**src/rtl/ee_guard_pkg.sv**
```systemverilog
package ee_guard_pkg;

   typedef enum logic [1:0] {
      REG_ADDR = 2'd0,
      REG_DATA = 2'd1,
      REG_CTRL = 2'd2,
      REG_KEY  = 2'd3
   } reg_sel_e;

   localparam int CTRL_RD   = 0;
   localparam int CTRL_WEN  = 1;
   localparam int CTRL_GO   = 2;
   localparam int CTRL_ERR  = 3;
   localparam int CTRL_DONE = 4;
   localparam int CTRL_BITS = 5;

   localparam logic [7:0] KEY_FIRST  = 8'h55;
   localparam logic [7:0] KEY_SECOND = 8'hAA;

   typedef enum logic [1:0] {
      UL_IDLE  = 2'd0,
      UL_HALF  = 2'd1,
      UL_ARMED = 2'd2
   } unlock_e;

endpackage

```
**src/rtl/ee_unlock_seq.sv**
```systemverilog
module ee_unlock_seq
   import ee_guard_pkg::*;
#(
   parameter int DATA_W = 8
) (
   input  logic              clk,
   input  logic              rst_n,
   input  logic              key_wr,
   input  logic [DATA_W-1:0] key_data,
   output logic              armed
);

   localparam logic [DATA_W-1:0] K1 = DATA_W'(KEY_FIRST);
   localparam logic [DATA_W-1:0] K2 = DATA_W'(KEY_SECOND);

   unlock_e state, state_nx;

   always_comb begin
      state_nx = UL_IDLE;
      if (key_wr && key_data == K1) begin
         state_nx = UL_HALF;
      end else if (state == UL_HALF && key_wr && key_data == K2) begin
         state_nx = UL_ARMED;
      end
   end

   always_ff @(posedge clk or negedge rst_n) begin
      if (!rst_n) begin
         state <= UL_IDLE;
      end else begin
         state <= state_nx;
      end
   end

   assign armed = (state == UL_ARMED);


   armed_path_chk: assert property (@(posedge clk) disable iff (!rst_n)
      (state == UL_ARMED) |-> ($past(state) == UL_HALF && $past(key_wr)));


   armed_one_cycle_chk: assert property (@(posedge clk) disable iff (!rst_n)
      armed |=> !armed);

endmodule

```
**src/rtl/ee_cycle_timer.sv**
```systemverilog
module ee_cycle_timer #(
   parameter int CYCLES     = 16,
   parameter bit FROM_RESET = 1'b0
) (
   input  logic clk,
   input  logic rst_n,
   input  logic start,
   output logic busy,
   output logic last
);

   localparam int            CW   = $clog2(CYCLES + 1);
   localparam logic [CW-1:0] LOAD = CW'(CYCLES);
   localparam logic [CW-1:0] ONE  = CW'(1);

   generate
      if (CYCLES < 2) begin : g_bad_cycles
         $error("ee_cycle_timer: CYCLES must be at least 2");
      end
   endgenerate

   logic [CW-1:0] cnt;

   generate
      if (FROM_RESET) begin : g_boot
         always_ff @(posedge clk or negedge rst_n) begin
            if (!rst_n) begin
               cnt <= LOAD;
            end else if (cnt != '0) begin
               cnt <= cnt - ONE;
            end
         end
      end else begin : g_trig
         always_ff @(posedge clk or negedge rst_n) begin
            if (!rst_n) begin
               cnt <= '0;
            end else if (cnt != '0) begin
               cnt <= cnt - ONE;
            end else if (start) begin
               cnt <= LOAD;
            end
         end
      end
   endgenerate

   assign busy = (cnt != '0);
   assign last = (cnt == ONE);


   end_clears_chk: assert property (@(posedge clk) disable iff (!rst_n)
      last |=> !busy);


   start_loads_chk: assert property (@(posedge clk) disable iff (!rst_n)
      (start && !busy && !FROM_RESET) |=> busy);

endmodule

```
**src/rtl/ee_byte_store.sv**
```systemverilog
module ee_byte_store #(
   parameter int ADDR_W       = 8,
   parameter int DATA_W       = 8,
   parameter bit ERASED_RESET = 1'b1
) (
   input  logic              clk,
   input  logic              rst_n,
   input  logic              we,
   input  logic [ADDR_W-1:0] waddr,
   input  logic [DATA_W-1:0] wdata,
   input  logic [ADDR_W-1:0] raddr,
   output logic [DATA_W-1:0] rdata
);

   localparam int DEPTH = 1 << ADDR_W;

   logic [DATA_W-1:0] mem [DEPTH];

   generate
      if (ERASED_RESET) begin : g_erased
         always_ff @(posedge clk or negedge rst_n) begin
            if (!rst_n) begin
               for (int i = 0; i < DEPTH; i++) begin
                  mem[i] <= '1;
               end
            end else if (we) begin
               mem[waddr] <= wdata;
            end
         end
      end else begin : g_plain
         always_ff @(posedge clk) begin
            if (we) begin
               mem[waddr] <= wdata;
            end
         end
      end
   endgenerate

   assign rdata = mem[raddr];


   write_lands_chk: assert property (@(posedge clk) disable iff (!rst_n)
      we |=> (mem[$past(waddr)] == $past(wdata)));

endmodule

```
**src/rtl/ee_guard_ctrl.sv**
```systemverilog
module ee_guard_ctrl
   import ee_guard_pkg::*;
#(
   parameter int ADDR_W       = 8,
   parameter int DATA_W       = 8,
   parameter int WR_CYCLES    = 16000,
   parameter int PWRUP_CYCLES = 64000,
   parameter bit ERASED_RESET = 1'b1
) (
   input  logic              clk,
   input  logic              rst_n,
   input  logic              bus_sel,
   input  logic              bus_we,
   input  logic [1:0]        bus_reg,
   input  logic [DATA_W-1:0] bus_wdata,
   output logic [DATA_W-1:0] bus_rdata,
   output logic              done_irq
);

   localparam int PAD_W = DATA_W - CTRL_BITS;

   generate
      if (DATA_W < 8) begin : g_bad_dw
         $error("ee_guard_ctrl: DATA_W must be at least 8");
      end
      if (ADDR_W < 1 || ADDR_W > DATA_W) begin : g_bad_aw
         $error("ee_guard_ctrl: ADDR_W must lie in 1..DATA_W");
      end
   endgenerate

   reg_sel_e sel_e;
   logic     wr_acc, addr_wr, data_wr, ctrl_wr, key_wr;
   logic     rd_req, go_req, start_ok, err_set;
   logic     armed, wr_busy, wr_last, lock_busy, lock_last;

   logic [ADDR_W-1:0] addr_q;
   logic [DATA_W-1:0] data_q, mem_rdata;
   logic              wen_q, err_q, done_q;

   assign sel_e   = reg_sel_e'(bus_reg);
   assign wr_acc  = bus_sel && bus_we;
   assign addr_wr = wr_acc && (sel_e == REG_ADDR);
   assign data_wr = wr_acc && (sel_e == REG_DATA);
   assign ctrl_wr = wr_acc && (sel_e == REG_CTRL);
   assign key_wr  = wr_acc && (sel_e == REG_KEY);

   assign rd_req   = ctrl_wr && bus_wdata[CTRL_RD];
   assign go_req   = ctrl_wr && bus_wdata[CTRL_GO];
   assign start_ok = go_req && armed && wen_q && !lock_busy && !wr_busy;
   assign err_set  = wr_busy && (addr_wr || data_wr || rd_req);

   ee_unlock_seq #(
      .DATA_W (DATA_W)
   ) u_unlock (
      .clk      (clk),
      .rst_n    (rst_n),
      .key_wr   (key_wr),
      .key_data (bus_wdata),
      .armed    (armed)
   );

   ee_cycle_timer #(
      .CYCLES     (WR_CYCLES),
      .FROM_RESET (1'b0)
   ) u_wr_timer (
      .clk   (clk),
      .rst_n (rst_n),
      .start (start_ok),
      .busy  (wr_busy),
      .last  (wr_last)
   );

   ee_cycle_timer #(
      .CYCLES     (PWRUP_CYCLES),
      .FROM_RESET (1'b1)
   ) u_lock_timer (
      .clk   (clk),
      .rst_n (rst_n),
      .start (1'b0),
      .busy  (lock_busy),
      .last  (lock_last)
   );

   ee_byte_store #(
      .ADDR_W       (ADDR_W),
      .DATA_W       (DATA_W),
      .ERASED_RESET (ERASED_RESET)
   ) u_store (
      .clk   (clk),
      .rst_n (rst_n),
      .we    (wr_last),
      .waddr (addr_q),
      .wdata (data_q),
      .raddr (addr_q),
      .rdata (mem_rdata)
   );

   always_ff @(posedge clk or negedge rst_n) begin
      if (!rst_n) begin
         addr_q <= '0;
      end else if (addr_wr && !wr_busy) begin
         addr_q <= bus_wdata[ADDR_W-1:0];
      end
   end

   always_ff @(posedge clk or negedge rst_n) begin
      if (!rst_n) begin
         data_q <= '0;
      end else if (rd_req && !wr_busy) begin
         data_q <= mem_rdata;
      end else if (data_wr && !wr_busy) begin
         data_q <= bus_wdata;
      end
   end

   always_ff @(posedge clk or negedge rst_n) begin
      if (!rst_n) begin
         wen_q  <= 1'b0;
         err_q  <= 1'b0;
         done_q <= 1'b0;
      end else begin
         if (ctrl_wr) begin
            wen_q <= bus_wdata[CTRL_WEN];
         end
         if (err_set) begin
            err_q <= 1'b1;
         end else if (ctrl_wr && bus_wdata[CTRL_ERR]) begin
            err_q <= 1'b0;
         end
         if (wr_last) begin
            done_q <= 1'b1;
         end else if (ctrl_wr && bus_wdata[CTRL_DONE]) begin
            done_q <= 1'b0;
         end
      end
   end

   always_comb begin
      unique case (sel_e)
         REG_ADDR: bus_rdata = DATA_W'(addr_q);
         REG_DATA: bus_rdata = data_q;
         REG_CTRL: bus_rdata = {{PAD_W{1'b0}}, done_q, err_q, wr_busy, wen_q, 1'b0};
         default:  bus_rdata = '0;
      endcase
   end

   assign done_irq = done_q;


   go_needs_wen_chk: assert property (@(posedge clk) disable iff (!rst_n)
      $rose(wr_busy) |-> $past(wen_q));


   go_needs_unlock_chk: assert property (@(posedge clk) disable iff (!rst_n)
      $rose(wr_busy) |-> $past(armed));


   go_after_lock_chk: assert property (@(posedge clk) disable iff (!rst_n)
      $rose(wr_busy) |-> !$past(lock_busy));


   lock_once_chk: assert property (@(posedge clk) disable iff (!rst_n)
      lock_last |=> !lock_busy);


   done_at_end_chk: assert property (@(posedge clk) disable iff (!rst_n)
      $fell(wr_busy) |-> done_q);


   done_holds_chk: assert property (@(posedge clk) disable iff (!rst_n)
      (done_q && !(ctrl_wr && bus_wdata[CTRL_DONE])) |=> done_q);


   wen_sw_only_chk: assert property (@(posedge clk) disable iff (!rst_n)
      (wen_q != $past(wen_q)) |-> $past(ctrl_wr));


   addr_frozen_chk: assert property (@(posedge clk) disable iff (!rst_n)
      wr_busy |=> $stable(addr_q));


   data_frozen_chk: assert property (@(posedge clk) disable iff (!rst_n)
      wr_busy |=> $stable(data_q));


   err_flag_chk: assert property (@(posedge clk) disable iff (!rst_n)
      err_set |=> err_q);

endmodule

```
**config.mk**
```make
export PLATFORM = sky130hd
export DESIGN_NAME = ee_guard_ctrl
export DESIGN_NICKNAME = d
export VERILOG_FILES = /design/src/rtl/ee_guard_pkg.sv /design/src/rtl/ee_unlock_seq.sv /design/src/rtl/ee_cycle_timer.sv /design/src/rtl/ee_byte_store.sv /design/src/rtl/ee_guard_ctrl.sv
export SDC_FILE = /design/constraint.sdc
export NUM_CORES = 2
export LEC_CHECK = 0
export BUFFER_PORTS_ARGS = -buffer_cell sky130_fd_sc_hd__clkbuf_2
export CAP_MARGIN = 20
export CORE_AREA = 4 4 474 476
export CTS_BUF_LIST = sky130_fd_sc_hd__clkbuf_16
export DETAILED_ROUTE_END_ITERATION = 16
export DIE_AREA = 0 0 478 480
export PLACE_DENSITY = 0.69
export SETUP_SLACK_MARGIN = 0.05
export SLEW_MARGIN = 20
export SYNTH_ARGS = -nofsm -noshare
export SYNTH_HDL_FRONTEND = slang
export SYNTH_SLANG_ARGS = --single-unit
```
**constraint.sdc**
```tcl
create_clock -name clk -period 4.6 [get_ports clk]
set_input_delay 0.92 -clock clk [delete_from_list [all_inputs] [get_ports clk]]
set_output_delay 0.92 -clock clk [all_outputs]
set_load 0.01 [all_outputs]
```
==> results.md <==
- Synthesized area per cell: 15.05 sq um
- Post-CTS setup buffers: 0
- Most common cell after layout, fill and taps aside: dfstp_2
- Nets: 6,601
- Multi-input gate area: 41,590 sq um
- Share of power burned in registers: 51.0%
- Layout cells sized above 1: 69.04%
- Top-area cell type share of the netlist area: 54.57%
- Die area: 229,400 sq um
- Unique cell type count in the Yosys netlist: 84
- Post-Syn Instances: 6,573
- Final min period: 4.066 ns
- Comb power frac: 3.1%
- P_sw: 8465 uW
- Number of max-cap violations: 0
- Int Pwr: 28,070 uW
- Clock skew: 0.04559 ns
- Core area: 221,000 sq um
- Synth area leader: dfstp_2
- Post-cts hold buffer count: 0
- Final core occ: 49.72%
- Clock power frac: 45.8%
- Die Y: 480 microns
- Rows: 173
- Hold Crit Class: input pin to asynchronous set/reset pin
- DR vias/cell: 6.098
- Post-cts sizing count: 0
- Filler cell count: 18,385
- GPL Wtd Cong: 0.9682
- Total Routed Length: 285.8 mm
- Fin crit share: 88.40%
- Clk root buf: clkbuf_16
- Clock Sinks: 2,099
- Slew HR: 12.45%
- Post-detail-place hpwl: 184.6 mm
- Remaining global-route overflow: 0
- Port bufs: 22
- CP endpoint kind: flip-flop
- First-pass GRT wire length: 424.1 mm
- Top post-synthesis cells by area: dfstp_2 (55%), mux2_2 (16%), mux4_2 (9.5%), mux2_1 (5.0%), mux2i_1 (2.7%)
- Ys flop type: dfstp_2
- Net count after synthesis: 6,590
- Sw frac: 23.17%
- Worst Slack Setup Final: 0.5337 ns
- Max Fanout on Critical Path: 27
- # setup viols final: 0
- Syn-to-layout area delta: 11.12%
- Drt pass-1 iters: 7
- Max Slew Vio Count: 0
- Leak: 0.04377 uW
- Crit path kind: flip-flop to flip-flop
- CP Launch Type: flip-flop
- Sequential Area: 55,140 sq um
- Wire per inst: 29.33 microns
- Final Hold Fails: 0
- Peak supply drop: 0.4032 mV
- Synth Register Bits: 2,099
- Critical path arrival: 4.83 ns
- Fmax: 245.9 MHz
- Pre-CTS setup slack: 0.7441 ns
- Clock Path Buffers: 3
- Reg2reg path depth: 8
- Initial antenna violation count: 15
- Antenna viol nets, final: 0
- Cts bufs inserted: 216
- Initial Util: 44.75%
- H-tree Lvls: 4
- GRT Util Overall: 24.67%
- Number of synthesized flops with an enable pin: 0
- Die Span X: 478 microns
- Synth warnings: 0
- Vias: 59,415
- Worst EP required: 5.37 ns
- Clk_lat worst skew: 0.88 ns
- Ports: 23
- Total power per unit cell area: 332.5 nW/um^2
- DR iter-0 viols: 5,110
- Clk slew on worst S/H paths: 0.06 ns
- Tot Pwr: 36,540 uW
- Post-synth ARST share: 100.0%
- Post-Syn Area: 98,890 sq um
- Vias in the first global route: 61,275
- Final Instance Count excl. Fillers: 9,743
- Most frequent cells in the layout: dfstp_2 (2,054), mux2_2 (1,429), mux2_1 (441)
- Setup TNS: 0 ns
- TritonCTS clock tree: yes
- Status: completed
- Inst Count DP: 9,339
- RSZ-0062 raised after global routing: false
- Slew @ Worst Pin: 1.299 ns
- Seq/Total Area, Yosys: 55.71%
- Pin count of the biggest net entering global routing: 202
- # DRC: 0
==> worst max-delay path, stage by stage, from the launching register on <==
cell and delay, ns:
dfrtp_4 0.78, buf_4 0.55, mux4_2 0.57, mux2i_1 0.53, o22ai_1 0.17, a22oi_1 0.51
nand3_1 0.31, nor4bb_1 0.36, a21oi_1 0.11
==> worst paths after layout <==
check | startpoint | to | slack, ns
setup / recovery | addr_q[0]$_DFFE_PN0P_ | data_q[4]$_DFFE_PN0P_ | 0.53
hold / removal | rst_n | u_store.mem[707]$_DFFE_PN1P_ | 0.30
setup reg to reg | addr_q[0]$_DFFE_PN0P_ | data_q[4]$_DFFE_PN0P_ | 0.53
hold reg to reg | u_store.mem[813]$_DFFE_PN1P_ | u_store.mem[813]$_DFFE_PN1P_ | 0.48
max in group asynchronous | rst_n | u_store.mem[1447]$_DFFE_PN1P_ | 3.16
min in group clk | bus_wdata[1] | addr_q[1]$_DFFE_PN0P_ | 0.35
==> sequential cells by signal (all words and copies together) (netlist names) <==
name              flops
addr_q                8
data_q                8
done_irq              1
err_q                 1
u_lock_timer.cnt     16
u_store.mem        2048
u_unlock.state        2
u_wr_timer.cnt       14
wen_q                 1
==> through the flow <==
stage / hold WS [ns] / area [sq um]
after detailed placement: 0.4713 / 103100
after global placement: 0.4594 / 103100
after floorplan: 0.4426 / 98890
final: 0.3011 / 109900
after CTS: 0.2746 / 109800
after global routing: 0.2950 / 109900
==> cell usage after synthesis, types with 39 or more instances <==
cell type	instances
nand2_1	426
mux2i_1	265
dfstp_2	2054
o21ai_0	232
nor2_4	40
nand2_2	48
buf_6	39
nor2_1	66
dfrtp_1	45
mux2_1	441
a21oi_1	45
nand3_1	44
mux4_2	415
buf_2	49
a22oi_1	117
mux2_2	1429
clkbuf_1	326
==> kinds of logic (layout without fill, tap and decap cells) <==
logic type | count (synthesis) | in the layout | share of synthesized area, %
AO/OA/AOI/OAI | 556 | 556 | 3.645
XOR/XNOR | 19 | 19 | 0.1683
adder cells (fa/ha/maj) | 3 | 3 | 0.03796
buffers and inverters | 497 | 681 | 2.405
flip-flops | 2099 | 2099 | 55.71
multiplexers | 2554 | 2554 | 33.53
other | 0 | 11 | 0
AND/OR/NAND/NOR | 845 | 845 | 4.498
==> routing by layer <==
layer  wire length, microns  global-route usage, %
met3                  20810                  5.695
met4                  16320                  12.38
met2                 131000                  37.83
met5                     21                      0
met1                 117700                  33.05
==> power groups by stage <==
| stage | sequential [uW] | combinational, uW | clock [uW] |
|---|---|---|---|
| 2_1_floorplan | 18800 | 431 | 0 |
| 3_3_place_gp | 18900 | 1120 | 0 |
| 3_5_place_dp | 18900 | 1140 | 0 |
| 4_1_cts | 18600 | 1140 | 17100 |
| 5_1_grt | 18600 | 1220 | 17800 |
| 6_report | 18700 | 1140 | 16700 |
==> layout make-up <==
class	count	share of cell area (%)
antenna	11	0.02505
clock buffer	219	4.987
inverter	13	0.05124
tap	2975	3.387
sequential	2099	50.18
multi-input combinational	3977	37.84
timing repair buffer	277	2.434
clock inverter	172	1.096
No activity file was read; power rests on OpenSTA's default activity.
